### config.mk
export PLATFORM = sky130hd
export DESIGN_NAME = gp_timer
export DESIGN_NICKNAME = d
export VERILOG_FILES = /design/src/rtl/gpt_pkg.sv /design/src/rtl/gpt_prescaler.sv /design/src/rtl/gpt_count.sv /design/src/rtl/gp_timer.sv
export SDC_FILE = /design/constraint.sdc
export NUM_CORES = 1
export LEC_CHECK = 0
export ABC_AREA = 1
export BUFFER_PORTS_ARGS = -buffer_cell sky130_fd_sc_hd__buf_4
export CAP_MARGIN = 10
export CORE_MARGIN = 3
export CORE_UTILIZATION = 57
export DETAILED_ROUTE_END_ITERATION = 8
export GPL_TIMING_DRIVEN = 0
export PLACE_DENSITY = 0.8
export RECOVER_POWER = 50
export SYNTH_ARGS = -nofsm -noshare
export SYNTH_HDL_FRONTEND = slang
export SYNTH_HIERARCHICAL = 1
export SYNTH_SLANG_ARGS = --single-unit
### constraint.sdc
create_clock -name clk -period 4.6 [get_ports clk]
set_input_delay 1.38 -clock clk [delete_from_list [all_inputs] [get_ports clk]]
set_output_delay 1.38 -clock clk [all_outputs]
set_load 0.005 [all_outputs]
### src/rtl/gpt_pkg.sv
package gpt_pkg;
  localparam int unsigned BUS_W = 32;
  localparam int unsigned IDX_W = 4;
  localparam int unsigned IE_W  = 6;

  typedef enum logic [IDX_W-1:0] {
    IDX_CTRL = 4'd0,
    IDX_PRE  = 4'd1,
    IDX_STAT = 4'd2,
    IDX_IEN  = 4'd3,
    IDX_CMP1 = 4'd4,
    IDX_CMP2 = 4'd5,
    IDX_CMP3 = 4'd6,
    IDX_CAP1 = 4'd7,
    IDX_CAP2 = 4'd8,
    IDX_CNT  = 4'd9
  } reg_idx_e;

  // control field positions
  localparam int unsigned CB_EN     = 0;
  localparam int unsigned CB_ENMODE = 1;
  localparam int unsigned CB_SRC_LO = 6;
  localparam int unsigned CB_FREE   = 9;
  localparam int unsigned CB_SWR    = 15;

  // status field positions
  localparam int unsigned SB_CMP  = 0;
  localparam int unsigned SB_WRAP = 5;

  localparam logic [BUS_W-1:0] CTRL_KEEP = 32'hFFFF_03FF;
  localparam logic [BUS_W-1:0] SWR_DROP  = 32'h0000_003F;
endpackage

### src/rtl/gpt_prescaler.sv
module gpt_prescaler #(
  parameter int PRE_W = 12
) (
  input  logic             clk,
  input  logic             rst,
  input  logic             run,
  input  logic [2:0]       src,
  input  logic             tick_fast,
  input  logic             tick_slow,
  input  logic [PRE_W-1:0] div_val,
  input  logic             restart,
  output logic             step
);
  logic             sel_tick;
  logic [PRE_W-1:0] div_q;
  logic             at_end;

  always_comb begin
    case (src)
      3'b001, 3'b010: sel_tick = tick_fast;
      3'b100:         sel_tick = tick_slow;
      default:        sel_tick = 1'b0;
    endcase
  end

  assign at_end = (div_q == div_val);
  assign step   = run && sel_tick && at_end && !restart;

  always_ff @(posedge clk) begin
    if (rst || restart) begin
      div_q <= '0;
    end else if (run && sel_tick) begin
      div_q <= at_end ? '0 : div_q + 1'b1;
    end
  end

  // divider never exceeds the programmed ratio
  p_div_bound_r3: assert property (@(posedge clk) disable iff (rst)
    div_q <= div_val);
  // a control or prescaler write restarts the divider
  p_div_restart_r3: assert property (@(posedge clk) disable iff (rst)
    restart |=> div_q == '0);
endmodule

### src/rtl/gpt_count.sv
module gpt_count #(
  parameter int CNT_W = 32
) (
  input  logic             clk,
  input  logic             rst,
  input  logic             step,
  input  logic             clr_cnt,
  input  logic             sw_rst,
  input  logic             free_run,
  input  logic [CNT_W-1:0] cmp1,
  input  logic             w1c_cmp,
  input  logic             w1c_wrap,
  output logic [CNT_W-1:0] cnt_q,
  output logic             flag_cmp,
  output logic             flag_wrap
);
  logic             adv;
  logic             restart_hit;
  logic [CNT_W-1:0] cnt_nxt;
  logic             set_cmp;
  logic             set_wrap;

  assign adv         = step && !clr_cnt && !sw_rst;
  assign restart_hit = !free_run && (cnt_q == cmp1);
  assign cnt_nxt     = restart_hit ? '0 : cnt_q + 1'b1;
  assign set_cmp     = adv && (cnt_nxt == cmp1);
  assign set_wrap    = adv && (&cnt_q);

  always_ff @(posedge clk) begin
    if (rst || sw_rst || clr_cnt) begin
      cnt_q <= '0;
    end else if (adv) begin
      cnt_q <= cnt_nxt;
    end
  end

  always_ff @(posedge clk) begin
    if (rst || sw_rst) begin
      flag_cmp  <= 1'b0;
      flag_wrap <= 1'b0;
    end else begin
      flag_cmp  <= set_cmp  || (flag_cmp  && !w1c_cmp);
      flag_wrap <= set_wrap || (flag_wrap && !w1c_wrap);
    end
  end

  // no step, no clear -> count stays put
  p_hold_r4: assert property (@(posedge clk) disable iff (rst)
    (!step && !clr_cnt && !sw_rst) |=> $stable(cnt_q));
  // free-run step adds exactly one
  p_free_inc_r5: assert property (@(posedge clk) disable iff (rst)
    (step && free_run && !clr_cnt && !sw_rst) |=> cnt_q == $past(cnt_q) + CNT_W'(1));
  // a wrap always raises the rollover flag
  p_wrap_flag_r5: assert property (@(posedge clk) disable iff (rst)
    (step && (&cnt_q) && !clr_cnt && !sw_rst) |=> flag_wrap);
  // restart mode returns to zero after a match
  p_restart_r6: assert property (@(posedge clk) disable iff (rst)
    (step && !free_run && cnt_q == cmp1 && !clr_cnt && !sw_rst) |=> cnt_q == '0);
  // a flag persists unless cleared or reset
  p_flag_keep_r7: assert property (@(posedge clk) disable iff (rst)
    (flag_cmp && !w1c_cmp && !sw_rst) |=> flag_cmp);
endmodule

### src/rtl/gp_timer.sv
module gp_timer
  import gpt_pkg::*;
#(
  parameter int CNT_W = 32,
  parameter int PRE_W = 12
) (
  input  logic             clk,
  input  logic             rst,
  input  logic             tick_fast,
  input  logic             tick_slow,
  input  logic [IDX_W-1:0] reg_idx,
  input  logic             reg_we,
  input  logic [BUS_W-1:0] reg_wdata,
  output logic [BUS_W-1:0] reg_rdata,
  output logic             irq
);
  logic [BUS_W-1:0] ctrl_q;
  logic [PRE_W-1:0] pre_q;
  logic [IE_W-1:0]  ien_q;
  logic [CNT_W-1:0] cmp1_q, cmp2_q, cmp3_q;
  logic [CNT_W-1:0] cnt_q;
  logic             flag_cmp, flag_wrap;
  logic             wr_ctrl, wr_pre, wr_stat, wr_ien, wr_cmp1, wr_cmp2, wr_cmp3;
  logic             soft_rst, en_zero, cnt_clear, div_restart, step;
  logic [BUS_W-1:0] rd_next;

  assign wr_ctrl = reg_we && (reg_idx == IDX_CTRL);
  assign wr_pre  = reg_we && (reg_idx == IDX_PRE);
  assign wr_stat = reg_we && (reg_idx == IDX_STAT);
  assign wr_ien  = reg_we && (reg_idx == IDX_IEN);
  assign wr_cmp1 = reg_we && (reg_idx == IDX_CMP1);
  assign wr_cmp2 = reg_we && (reg_idx == IDX_CMP2);
  assign wr_cmp3 = reg_we && (reg_idx == IDX_CMP3);

  assign soft_rst    = wr_ctrl && reg_wdata[CB_SWR];
  assign en_zero     = wr_ctrl && !soft_rst && reg_wdata[CB_EN] &&
                       reg_wdata[CB_ENMODE] && !ctrl_q[CB_EN];
  assign cnt_clear   = en_zero || (wr_cmp1 && !ctrl_q[CB_FREE]);
  assign div_restart = wr_ctrl || wr_pre;

  always_ff @(posedge clk) begin
    if (rst) begin
      ctrl_q <= '0;
      pre_q  <= '0;
      ien_q  <= '0;
      cmp1_q <= '1;
      cmp2_q <= '1;
      cmp3_q <= '1;
    end else begin
      if (wr_ctrl) begin
        ctrl_q <= soft_rst ? (reg_wdata & CTRL_KEEP & ~SWR_DROP)
                           : (reg_wdata & CTRL_KEEP);
      end
      if (soft_rst) begin
        pre_q  <= '0;
        ien_q  <= '0;
        cmp1_q <= '1;
        cmp2_q <= '1;
        cmp3_q <= '1;
      end else begin
        if (wr_pre)  pre_q  <= reg_wdata[PRE_W-1:0];
        if (wr_ien)  ien_q  <= reg_wdata[IE_W-1:0];
        if (wr_cmp1) cmp1_q <= reg_wdata[CNT_W-1:0];
        if (wr_cmp2) cmp2_q <= reg_wdata[CNT_W-1:0];
        if (wr_cmp3) cmp3_q <= reg_wdata[CNT_W-1:0];
      end
    end
  end

  gpt_prescaler #(.PRE_W(PRE_W)) u_pre (
    .clk       (clk),
    .rst       (rst),
    .run       (ctrl_q[CB_EN]),
    .src       (ctrl_q[CB_SRC_LO +: 3]),
    .tick_fast (tick_fast),
    .tick_slow (tick_slow),
    .div_val   (pre_q),
    .restart   (div_restart),
    .step      (step)
  );

  gpt_count #(.CNT_W(CNT_W)) u_cnt (
    .clk       (clk),
    .rst       (rst),
    .step      (step),
    .clr_cnt   (cnt_clear),
    .sw_rst    (soft_rst),
    .free_run  (ctrl_q[CB_FREE]),
    .cmp1      (cmp1_q),
    .w1c_cmp   (wr_stat && reg_wdata[SB_CMP]),
    .w1c_wrap  (wr_stat && reg_wdata[SB_WRAP]),
    .cnt_q     (cnt_q),
    .flag_cmp  (flag_cmp),
    .flag_wrap (flag_wrap)
  );

  always_comb begin
    rd_next = '0;
    case (reg_idx)
      IDX_CTRL: rd_next = ctrl_q;
      IDX_PRE:  rd_next[PRE_W-1:0] = pre_q;
      IDX_STAT: begin
        rd_next[SB_CMP]  = flag_cmp;
        rd_next[SB_WRAP] = flag_wrap;
      end
      IDX_IEN:  rd_next[IE_W-1:0]  = ien_q;
      IDX_CMP1: rd_next[CNT_W-1:0] = cmp1_q;
      IDX_CMP2: rd_next[CNT_W-1:0] = cmp2_q;
      IDX_CMP3: rd_next[CNT_W-1:0] = cmp3_q;
      IDX_CNT:  rd_next[CNT_W-1:0] = cnt_q;
      default:  rd_next = '0;
    endcase
  end

  always_ff @(posedge clk) begin
    if (rst) begin
      reg_rdata <= '0;
      irq       <= 1'b0;
    end else begin
      reg_rdata <= rd_next;
      irq       <= ctrl_q[CB_EN] &&
                   ((flag_cmp && ien_q[SB_CMP]) || (flag_wrap && ien_q[SB_WRAP]));
    end
  end

  // interrupt only follows an enabled timer
  p_irq_gated_r8: assert property (@(posedge clk) disable iff (rst)
    irq |-> $past(ctrl_q[CB_EN]));
  // software reset empties prescaler and interrupt enable
  p_swr_clears_r10: assert property (@(posedge clk) disable iff (rst)
    soft_rst |=> (pre_q == '0) && (ien_q == '0) && (ctrl_q[5:0] == '0));
endmodule

Word level (Yosys, flattened, before mapping)
Index checks and enable logic that the tools add are counted.
{"block": "totals", "regBits": 225, "elab_cells": 83}
{"block": "op_classes", "n_eq_ne": 13, "n_reduce_logical": 47, "mux": 9, "addsub": 2}
{"operator": "$pmux 20 s5", "n": 1}
{"operator": "$eq 32x32->1", "n": 2}
{"operator": "$pmux 6 s6", "n": 1}
{"operator": "$add 32x1->32 const B", "n": 1}
{"operator": "$mux 32", "n": 1}
{"operator": "$reduce_and 32->1", "n": 1}
{"operator": "$logic_and 1x1->1", "n": 28}
{"operator": "$pmux 4 s7", "n": 1}
{"operator": "$pmux 1 s8", "n": 2}
{"operator": "$add 12x1->12 const B", "n": 1}
{"operator": "$eq 12x12->1", "n": 1}
{"operator": "$eq 4x3->1 const B", "n": 3}
{"operator": "$mux 12", "n": 1}
{"operator": "$eq 4x2->1 const B", "n": 2}
{"operator": "$logic_or 1x1->1", "n": 8}
{"operator": "$logic_not 1->1", "n": 7}
{"operator": "$mux 6", "n": 1}
{"operator": "$eq 4x1->1 const B", "n": 1}
{"operator": "$eq 4x4->1 const B", "n": 1}
{"operator": "$logic_not 4->1", "n": 1}
{"operator": "$reduce_or 2->1", "n": 2}
{"operator": "$eq 3x1->1 const B", "n": 1}
{"operator": "$eq 3x2->1 const B", "n": 1}
{"operator": "$eq 3x3->1 const B", "n": 1}
{"operator": "$pmux 1 s2", "n": 1}

Longest topological paths before layout
Gate-level depths: netlist (run 1).
{"block": "logic_depth", "depth_word": 14, "mapped_depth": 20, "ltp_nobuf": 19}

Hierarchy
The synthesis (run 1) kept the hierarchy.
{"mod": "gp_timer", "area_each_um2": 7179.4, "cells_each": 975, "instances": 1}
{"mod": "gpt_count", "area_each_um2": 3220.6, "cells_each": 579, "instances": 1}
{"mod": "gpt_prescaler", "area_each_um2": 1006.0, "cells_each": 177, "instances": 1}

Worst setup path after synthesis (run 1)
OpenSTA, ideal clock, no wires.
{"block": "synth_path", "path_kind": "input-to-reg", "start": "input reg_idx[1]", "end": "register u_cnt.cnt_q[0]", "path_stages": 11, "t_arrival_ps": 3036, "setup_slack_ps": 1436, "required_ps": 4472, "path_cell_list": "inv_1 > nand2_1 > nor2_1 > nand2_1 > clkbuf_1 > nand2_1 > nor2_1 > nor3b_1 > clkbuf_1 > clkbuf_1 > a21oi_1"}
{"block": "synth_between", "elab_cells_between_ends": 22}
{"item": "start: declaration", "line_no": "gp_timer.sv:11", "text": "input logic [IDX_W-1:0] reg_idx,"}
{"item": "$eq 4x1->1 or $logic_not 4->1 (tied branches)", "line_no": "gp_timer.sv:28, gp_timer.sv:27"}
{"item": "$logic_and 1x1->1 (on tied branches)", "line_no": "gp_timer.sv:28, gp_timer.sv:27"}
{"item": "$logic_or 1x1->1 (*)", "line_no": "gp_timer.sv:39", "text": "assign div_restart = wr_ctrl || wr_pre;"}
{"item": "named net div_restart", "line_no": "gp_timer.sv:24", "text": "logic soft_rst, en_zero, cnt_clear, div_restart, step;"}
{"item": "$logic_not 1->1 (*)", "line_no": "gpt_prescaler.sv:27", "text": "assign step = run && sel_tick && at_end && !restart;"}
{"item": "$logic_and 1x1->1 (*)", "line_no": "gpt_prescaler.sv:27"}
{"item": "named net step", "line_no": "gp_timer.sv:24"}
{"item": "$logic_and 1x1->1 (*) (2 in a row)", "line_no": "gpt_count.sv:23", "text": "assign adv = step && !clr_cnt && !sw_rst;"}
{"item": "end signal: assignment", "line_no": "gpt_count.sv:33", "text": "cnt_q <= cnt_nxt;"}
{"item": "end: declaration", "line_no": "gpt_count.sv:13", "text": "output logic [CNT_W-1:0] cnt_q,"}
The timed path passes the listed nets; every way through them passes the cells marked *.
A chain may end at the register's enable or synchronous reset.

Worst setup path in the final report (run 1)
{"block": "layout_path", "start": "input reg_idx[0]", "end": "register u_cnt.cnt_q[1]"}
Same word-level chain as after synthesis.

==> metrics, run 1 <==
Port Buf Inserts=73; WL final=roughly 42000 um; DRC errors left=0; leading area contributor after synthesis=dfxtp_1; Hold Path Sink=ctrl_q[30]; Yosys top cell area share=0.384; clock power share=0.463; setup ws final=between 500 and 600 ps; Syn Inst Count=approximately 1700; Max Cap Violations=0; WP data required=4980 ps; register area share after synthesis=0.384; largest net degree at the start of global routing=15; #FFs+latches synth=between 200 and 250; Worst R2R Setup Slack=1380 ps; die span in y=147 um; final setup violating endpoints=0; Syn Area/Cell=between 6 and 7 um2; Ys Warns=6; initial cell density of the core=0.582; Worst Setup Start Kind=input port; count of different cell masters after synthesis=38; Critical Path Sink Type=flop; layout cells sized above 1=0.0996; Reg power frac=0.464; die width=~150 um; total core area=19600 um2; Routed Antenna Nets=0; status=completed; Storage cell area=4380 um2; vias in the first global route=around 11000; io pins=74; Max Root-Sink Buffers=3; Worst Hold Launch=ctrl_q[30]; Post-synth EDFFs=0; row count=51; relative slew slack=0.452; area of the multi-input gates=5970 um2; Fmax achieved=0.245 GHz; Setup WS pre-CTS=261 ps; Worst-Skew Late Latency=520 ps; CP max FO=10; # diodes=0; die area=about 22000 um2; DRT Pass-1 Iters=6; Via density=around 6; total number of vias=about 13000; TritonCTS clock tree=built; clk root buf=clkbuf_16; min-delay worst type=reg2reg; Slowest cell on crit path=clkbuf_1; worst slew pin tran=822 ps; cts hold-fix bufs=0; Post-synth ARST share=0; GR Overflow Total=0; # nets final=roughly 1900; R2R Path End=u_cnt/cnt_q[1]; Switching Share=0.252; logic gate share of total power=0.073; skew final=~11 ps; RSZ-0062 raised after global routing=false; fin crit period=a little over 4000 ps; leak pwr=roughly 6.2 nW; CTS resizes=0; max-slew violations=0; P_int=~0.0032 W; syn nets=between 1500 and 2000; H-tree levels=1; Sw Pwr=about 0.0011 W; gr usage total=0.373; commonest non-fill, non-tap cell in the layout=nand2_1; post-DR wirelength/cell=19.7 um; CTS Buf Count=24; Layout fillers=1849; worst r2r src=pre_q[11]; area grow syn2layout=14.3%; Reg clk slew, reported paths=60 ps; CTS sink count=about 220; number of DRC markers in iteration 0=around 1700; Worst R2R Path Depth=12; hold path cells=2; Top cell by count, worst path=clkbuf_1; Post-Syn Area=11400 um2; commonest cells after routing, fill and taps aside=nand2_1 (511), dfxtp_1 (219), nand3_1 (201), nor2_1 (160), inv_1 (153); Crit Path Class=in2reg; GPL Wtd Cong=about 1.0; Final TNS setup=0 ps; Synth area leaders=dfxtp_1 (38%), nand2_1 (17%), nand3_1 (8.8%); CP arrival=between 4000 and 5000 ps; hpwl dp=roughly 31000 um; post-route clock period utilization=0.888; Hold Fails Final Rpt=0; top_reg_cell synth=dfxtp_1; initial antenna violation count=0; post-CTS setup buffers=0; Peak VDD IR=285 uV; CP max stage delay=between 500 and 600 ps; pwr/cell area=~320 nW/um2; first-pass GRT wire length=64000 um; CP Cell Sequence=clkbuf_1, nor2_1, nand3_1, clkbuf_1, nand2_1, nor2_1, nor3b_1, clkbuf_1, clkbuf_1, a21oi_1
==> through the flow <==
step	util	instance area [um2]	instances	hold slack, ps	total power, W
6_report	0.666	13000	2113	458	0.00423
5_1_grt	0.666	13000	2113	484	0.00433
4_1_cts	0.668	13100	2113	461	0.00423
3_5_place_dp	0.627	12300	2069	453	0.00230
3_3_place_gp	0.627	12300	2069	439	0.00230
2_1_floorplan	-	11400	1731	425	0.00216
==> state kept, by name (all words and copies together), names as in the netlist <==
signal,cells
cmp1_q,32
cmp2_q,32
cmp3_q,32
reg_rdata,32
u_cnt/cnt_q,32
ctrl_q,26
pre_q,12
u_pre/div_q,12
ien_q,6
irq,1
u_cnt/flag_cmp,1
u_cnt/flag_wrap,1
==> power by group through the flow <==
| stage | combinational, W | clock (W) | sequential [W] |
|---|---|---|---|
| 2_1_floorplan | 0.000165 | 0 | 0.00199 |
| 6_report | 0.000309 | 0.00196 | 0.00196 |
| 5_1_grt | 0.000332 | 0.00203 | 0.00196 |
| 4_1_cts | 0.000304 | 0.00196 | 0.00196 |
| 3_3_place_gp | 0.000297 | 0 | 0.00200 |
| 3_5_place_dp | 0.000301 | 0 | 0.00200 |
==> layer usage <==
metal | up-vias | routed length [um] | track usage
met2 | 776 | 18000 | 0.579
met4 | 0 | 1870 | 0.148
met5 | - | 0 | 0
met3 | 128 | 4830 | 0.0671
li1 | 5817 | - | -
met1 | 5796 | 16800 | 0.520
==> worst max path at each step <==
stage | from | endpoint | slack [ps] | cells past startpoint
CTS | reg_idx[1] | u_cnt/cnt_q[3] | 790 | 12
detailed placement | reg_idx[1] | u_cnt/cnt_q[3] | 260 | 12
floorplan | reg_idx[1] | u_cnt/cnt_q[0] | 1440 | 11
finish | reg_idx[0] | u_cnt/cnt_q[1] | 510 | 10
global route | reg_idx[0] | u_cnt/cnt_q[26] | 450 | 10
global placement | reg_idx[1] | u_cnt/cnt_q[3] | 280 | 12
==> cells in the mapped netlist, drive strengths merged (3+ instances only) <==
| master | instances |
|---|---|
| buf | 39 |
| clkbuf | 52 |
| nand3b | 10 |
| inv | 165 |
| nand3 | 208 |
| dfxtp | 219 |
| nand4 | 17 |
| xnor2 | 17 |
| nor3 | 8 |
| clkinv | 3 |
| nor2 | 175 |
| nand2 | 516 |
| a21oi | 93 |
| xor2 | 23 |
| o21ai | 101 |
| o211ai | 78 |
==> worst max-delay path: cells and delay by family <==
kind,cells,cell delay (ps)
AOI/OAI and AO/OA,1,170
buffers and inverters,4,1650
and+or+nand+nor,5,1260
==> area by class of cell <==
cell class | instances | share of cell area
buffer | 91 | 0.0296
clock buffer | 31 | 0.0504
clock inverter | 13 | 0.0109
inverter | 168 | 0.0487
multi-input combinational | 1253 | 0.458
sequential | 219 | 0.336
tap | 265 | 0.0254
timing repair buffer | 73 | 0.0412
==> logic make-up (layout without fill, tap and decap cells) <==
group / count (synthesis) / in the layout / share of synthesized area
AOI/OAI and AO/OA: 275 / 275 / 0.139
xor gates and xnor gates: 40 / 40 / 0.0314
adders and majority gates: 2 / 2 / 0.00219
buffers and inverters: 259 / 376 / 0.0905
DFF: 219 / 219 / 0.384
and+or+nand+nor: 936 / 936 / 0.353
No activity file was read; power rests on OpenSTA's default activity.
==> inputs of run 2 (changes only) <==
--- a/config.mk
+++ b/config.mk
@@ -11,8 +11,9 @@
 export CORE_MARGIN = 3
 export CORE_UTILIZATION = 57
 export DETAILED_ROUTE_END_ITERATION = 8
+export GPL_ROUTABILITY_DRIVEN = 0
 export GPL_TIMING_DRIVEN = 0
-export PLACE_DENSITY = 0.8
+export PLACE_DENSITY = 0.87
 export RECOVER_POWER = 50
 export SYNTH_ARGS = -nofsm -noshare
 export SYNTH_HDL_FRONTEND = slang
==> run 2 against run 1 <==
Non-clock buffer count stayed put. Fmax down 5.6%. Final cell count about the same. Flip-flop and latch count did not move. Critical path depth stayed put. Clock skew up 17 ps. Via count rose by 3.0%. First-iteration DRC count increased by 9.8%. Largest power group is now the clock network.
==> metrics, run 2 (synthesis gave the netlist of run 1 again) <==
worst slew pin tran=between 800 and 900 ps; first-pass GRT wire length=62100 um; post-route insts no fill=~2100; Worst Setup Start Kind=input port; commonest cells after routing, fill and taps aside=nand2_1 (511), dfxtp_1 (219), nand3_1 (201), nor2_1 (160), inv_1 (153); WL final=about 40000 um; Port Buf Inserts=73; Layout fillers=between 1500 and 2000; CTS sink count=about 220; largest net degree at the start of global routing=16; die width=approximately 150 um; total number of vias=between 10000 and 15000; GR Overflow Total=0; vias in the first global route=around 12000; gr usage total=0.354; clk root buf=clkbuf_16; Worst-Skew Late Latency=approximately 540 ps; pwr/cell area=around 340 nW/um2; H-tree levels=1; fin crit period=4330 ps; post-DR wirelength/cell=18.9 um; worst r2r src=pre_q[11]; Post-Place Cells=slightly above 2000; total core area=19600 um2; Routed Antenna Nets=0; Final TNS setup=0 ps; post-CTS setup buffers=0; CTS Buf Count=24; die span in y=147 um; io pins=74; crit path from=reg_idx[0]; final setup violating endpoints=0; initial antenna violation count=1; TritonCTS clock tree=built; RSZ-0062 raised after global routing=false; number of DRC markers in iteration 0=1900; leak pwr=6.19 nW; Hold Fails Final Rpt=0; Reg clk slew, reported paths=approximately 60 ps; min-delay worst type=reg2reg; Max Cap Violations=0; Peak VDD IR=381 uV; status=completed; skew final=~28 ps; Fmax achieved=~0.23 GHz; WP data required=4970 ps; DRC errors left=0; # diodes=0; relative slew slack=0.466; hpwl dp=roughly 29000 um; Finished Core Util=0.671; CP max FO=10; Max Root-Sink Buffers=3; Crit Path Class=in2reg; commonest non-fill, non-tap cell in the layout=nand2_1; die area=21700 um2; max-slew violations=0; Via density=a little over 6; CTS resizes=0; DRT Pass-1 Iters=7; Critical Path Sink Type=flop; area grow syn2layout=15.2%; post-route clock period utilization=0.941; # nets final=between 1500 and 2000; CP arrival=between 4000 and 5000 ps; cts hold-fix bufs=0; row count=about 50; Worst Hold Launch=ctrl_q[30]; initial cell density of the core=0.582; layout cells sized above 1=0.101
-- run 2: where the power goes --
part | total [W] | switching (W) | internal (W) | leakage [nW]
sequential | 0.00196 | 0.0000270 | 0.00193 | 1.78
clock | 0.00218 | 0.000829 | 0.00135 | 0.423
combinational | 0.000312 | 0.000215 | 0.0000966 | 3.99
total | 0.00445 | 0.00107 | 0.00338 | 6.19
-- run 2: worst max-delay path: stages --
cell,delay (ps)
clkbuf_1,180
nor2_1,230
nand3_1,250
clkbuf_1,440
nand2_1,170
nor2_1,190
nor3b_1,590
clkbuf_1,500
clkbuf_1,550
a21oi_1,200
-- run 2: through the flow --
stage	hold slack [ps]	total power (W)	setup WS [ps]	area, um2
2_1_floorplan	425	0.00216	1440	11400
3_3_place_gp	441	0.00229	350	12300
3_5_place_dp	452	0.00230	215	12300
4_1_cts	460	0.00444	672	13200
5_1_grt	494	0.00456	202	13100
6_report	460	0.00445	271	13100
-- run 2: routing by layer --
metal  track usage  wire [um]  part of all wire
met5             0         17           0.00043
met4         0.216       3030             0.076
met1         0.448      14400              0.36
met2         0.541      16900              0.42
met3        0.0966       5600              0.14
-- run 2: path summary, 6_finish.rpt --
| kind | to | slack, ps | depth (start not counted) |
|---|---|---|---|
| setup / recovery | u_cnt/cnt_q[3] | 270 | 10 |
| hold / removal | ctrl_q[30] | 460 | 2 |
| setup reg to reg | u_cnt/cnt_q[3] | 1250 | 12 |
| hold reg to reg | ctrl_q[30] | 460 | 2 |
-- run 2: layout make-up --
type                            instances  area (um2)  share of cell area
Multi-Input combinational cell       1253        5970               0.454
Sequential cell                       219        4380               0.334
Inverter                              168         636              0.0484
Clock buffer                           25         604              0.0460
Timing Repair Buffer                   73         541              0.0411
Buffer                                 91         384              0.0292
Tap cell                              265         332              0.0252
Clock inverter                         18         289              0.0220
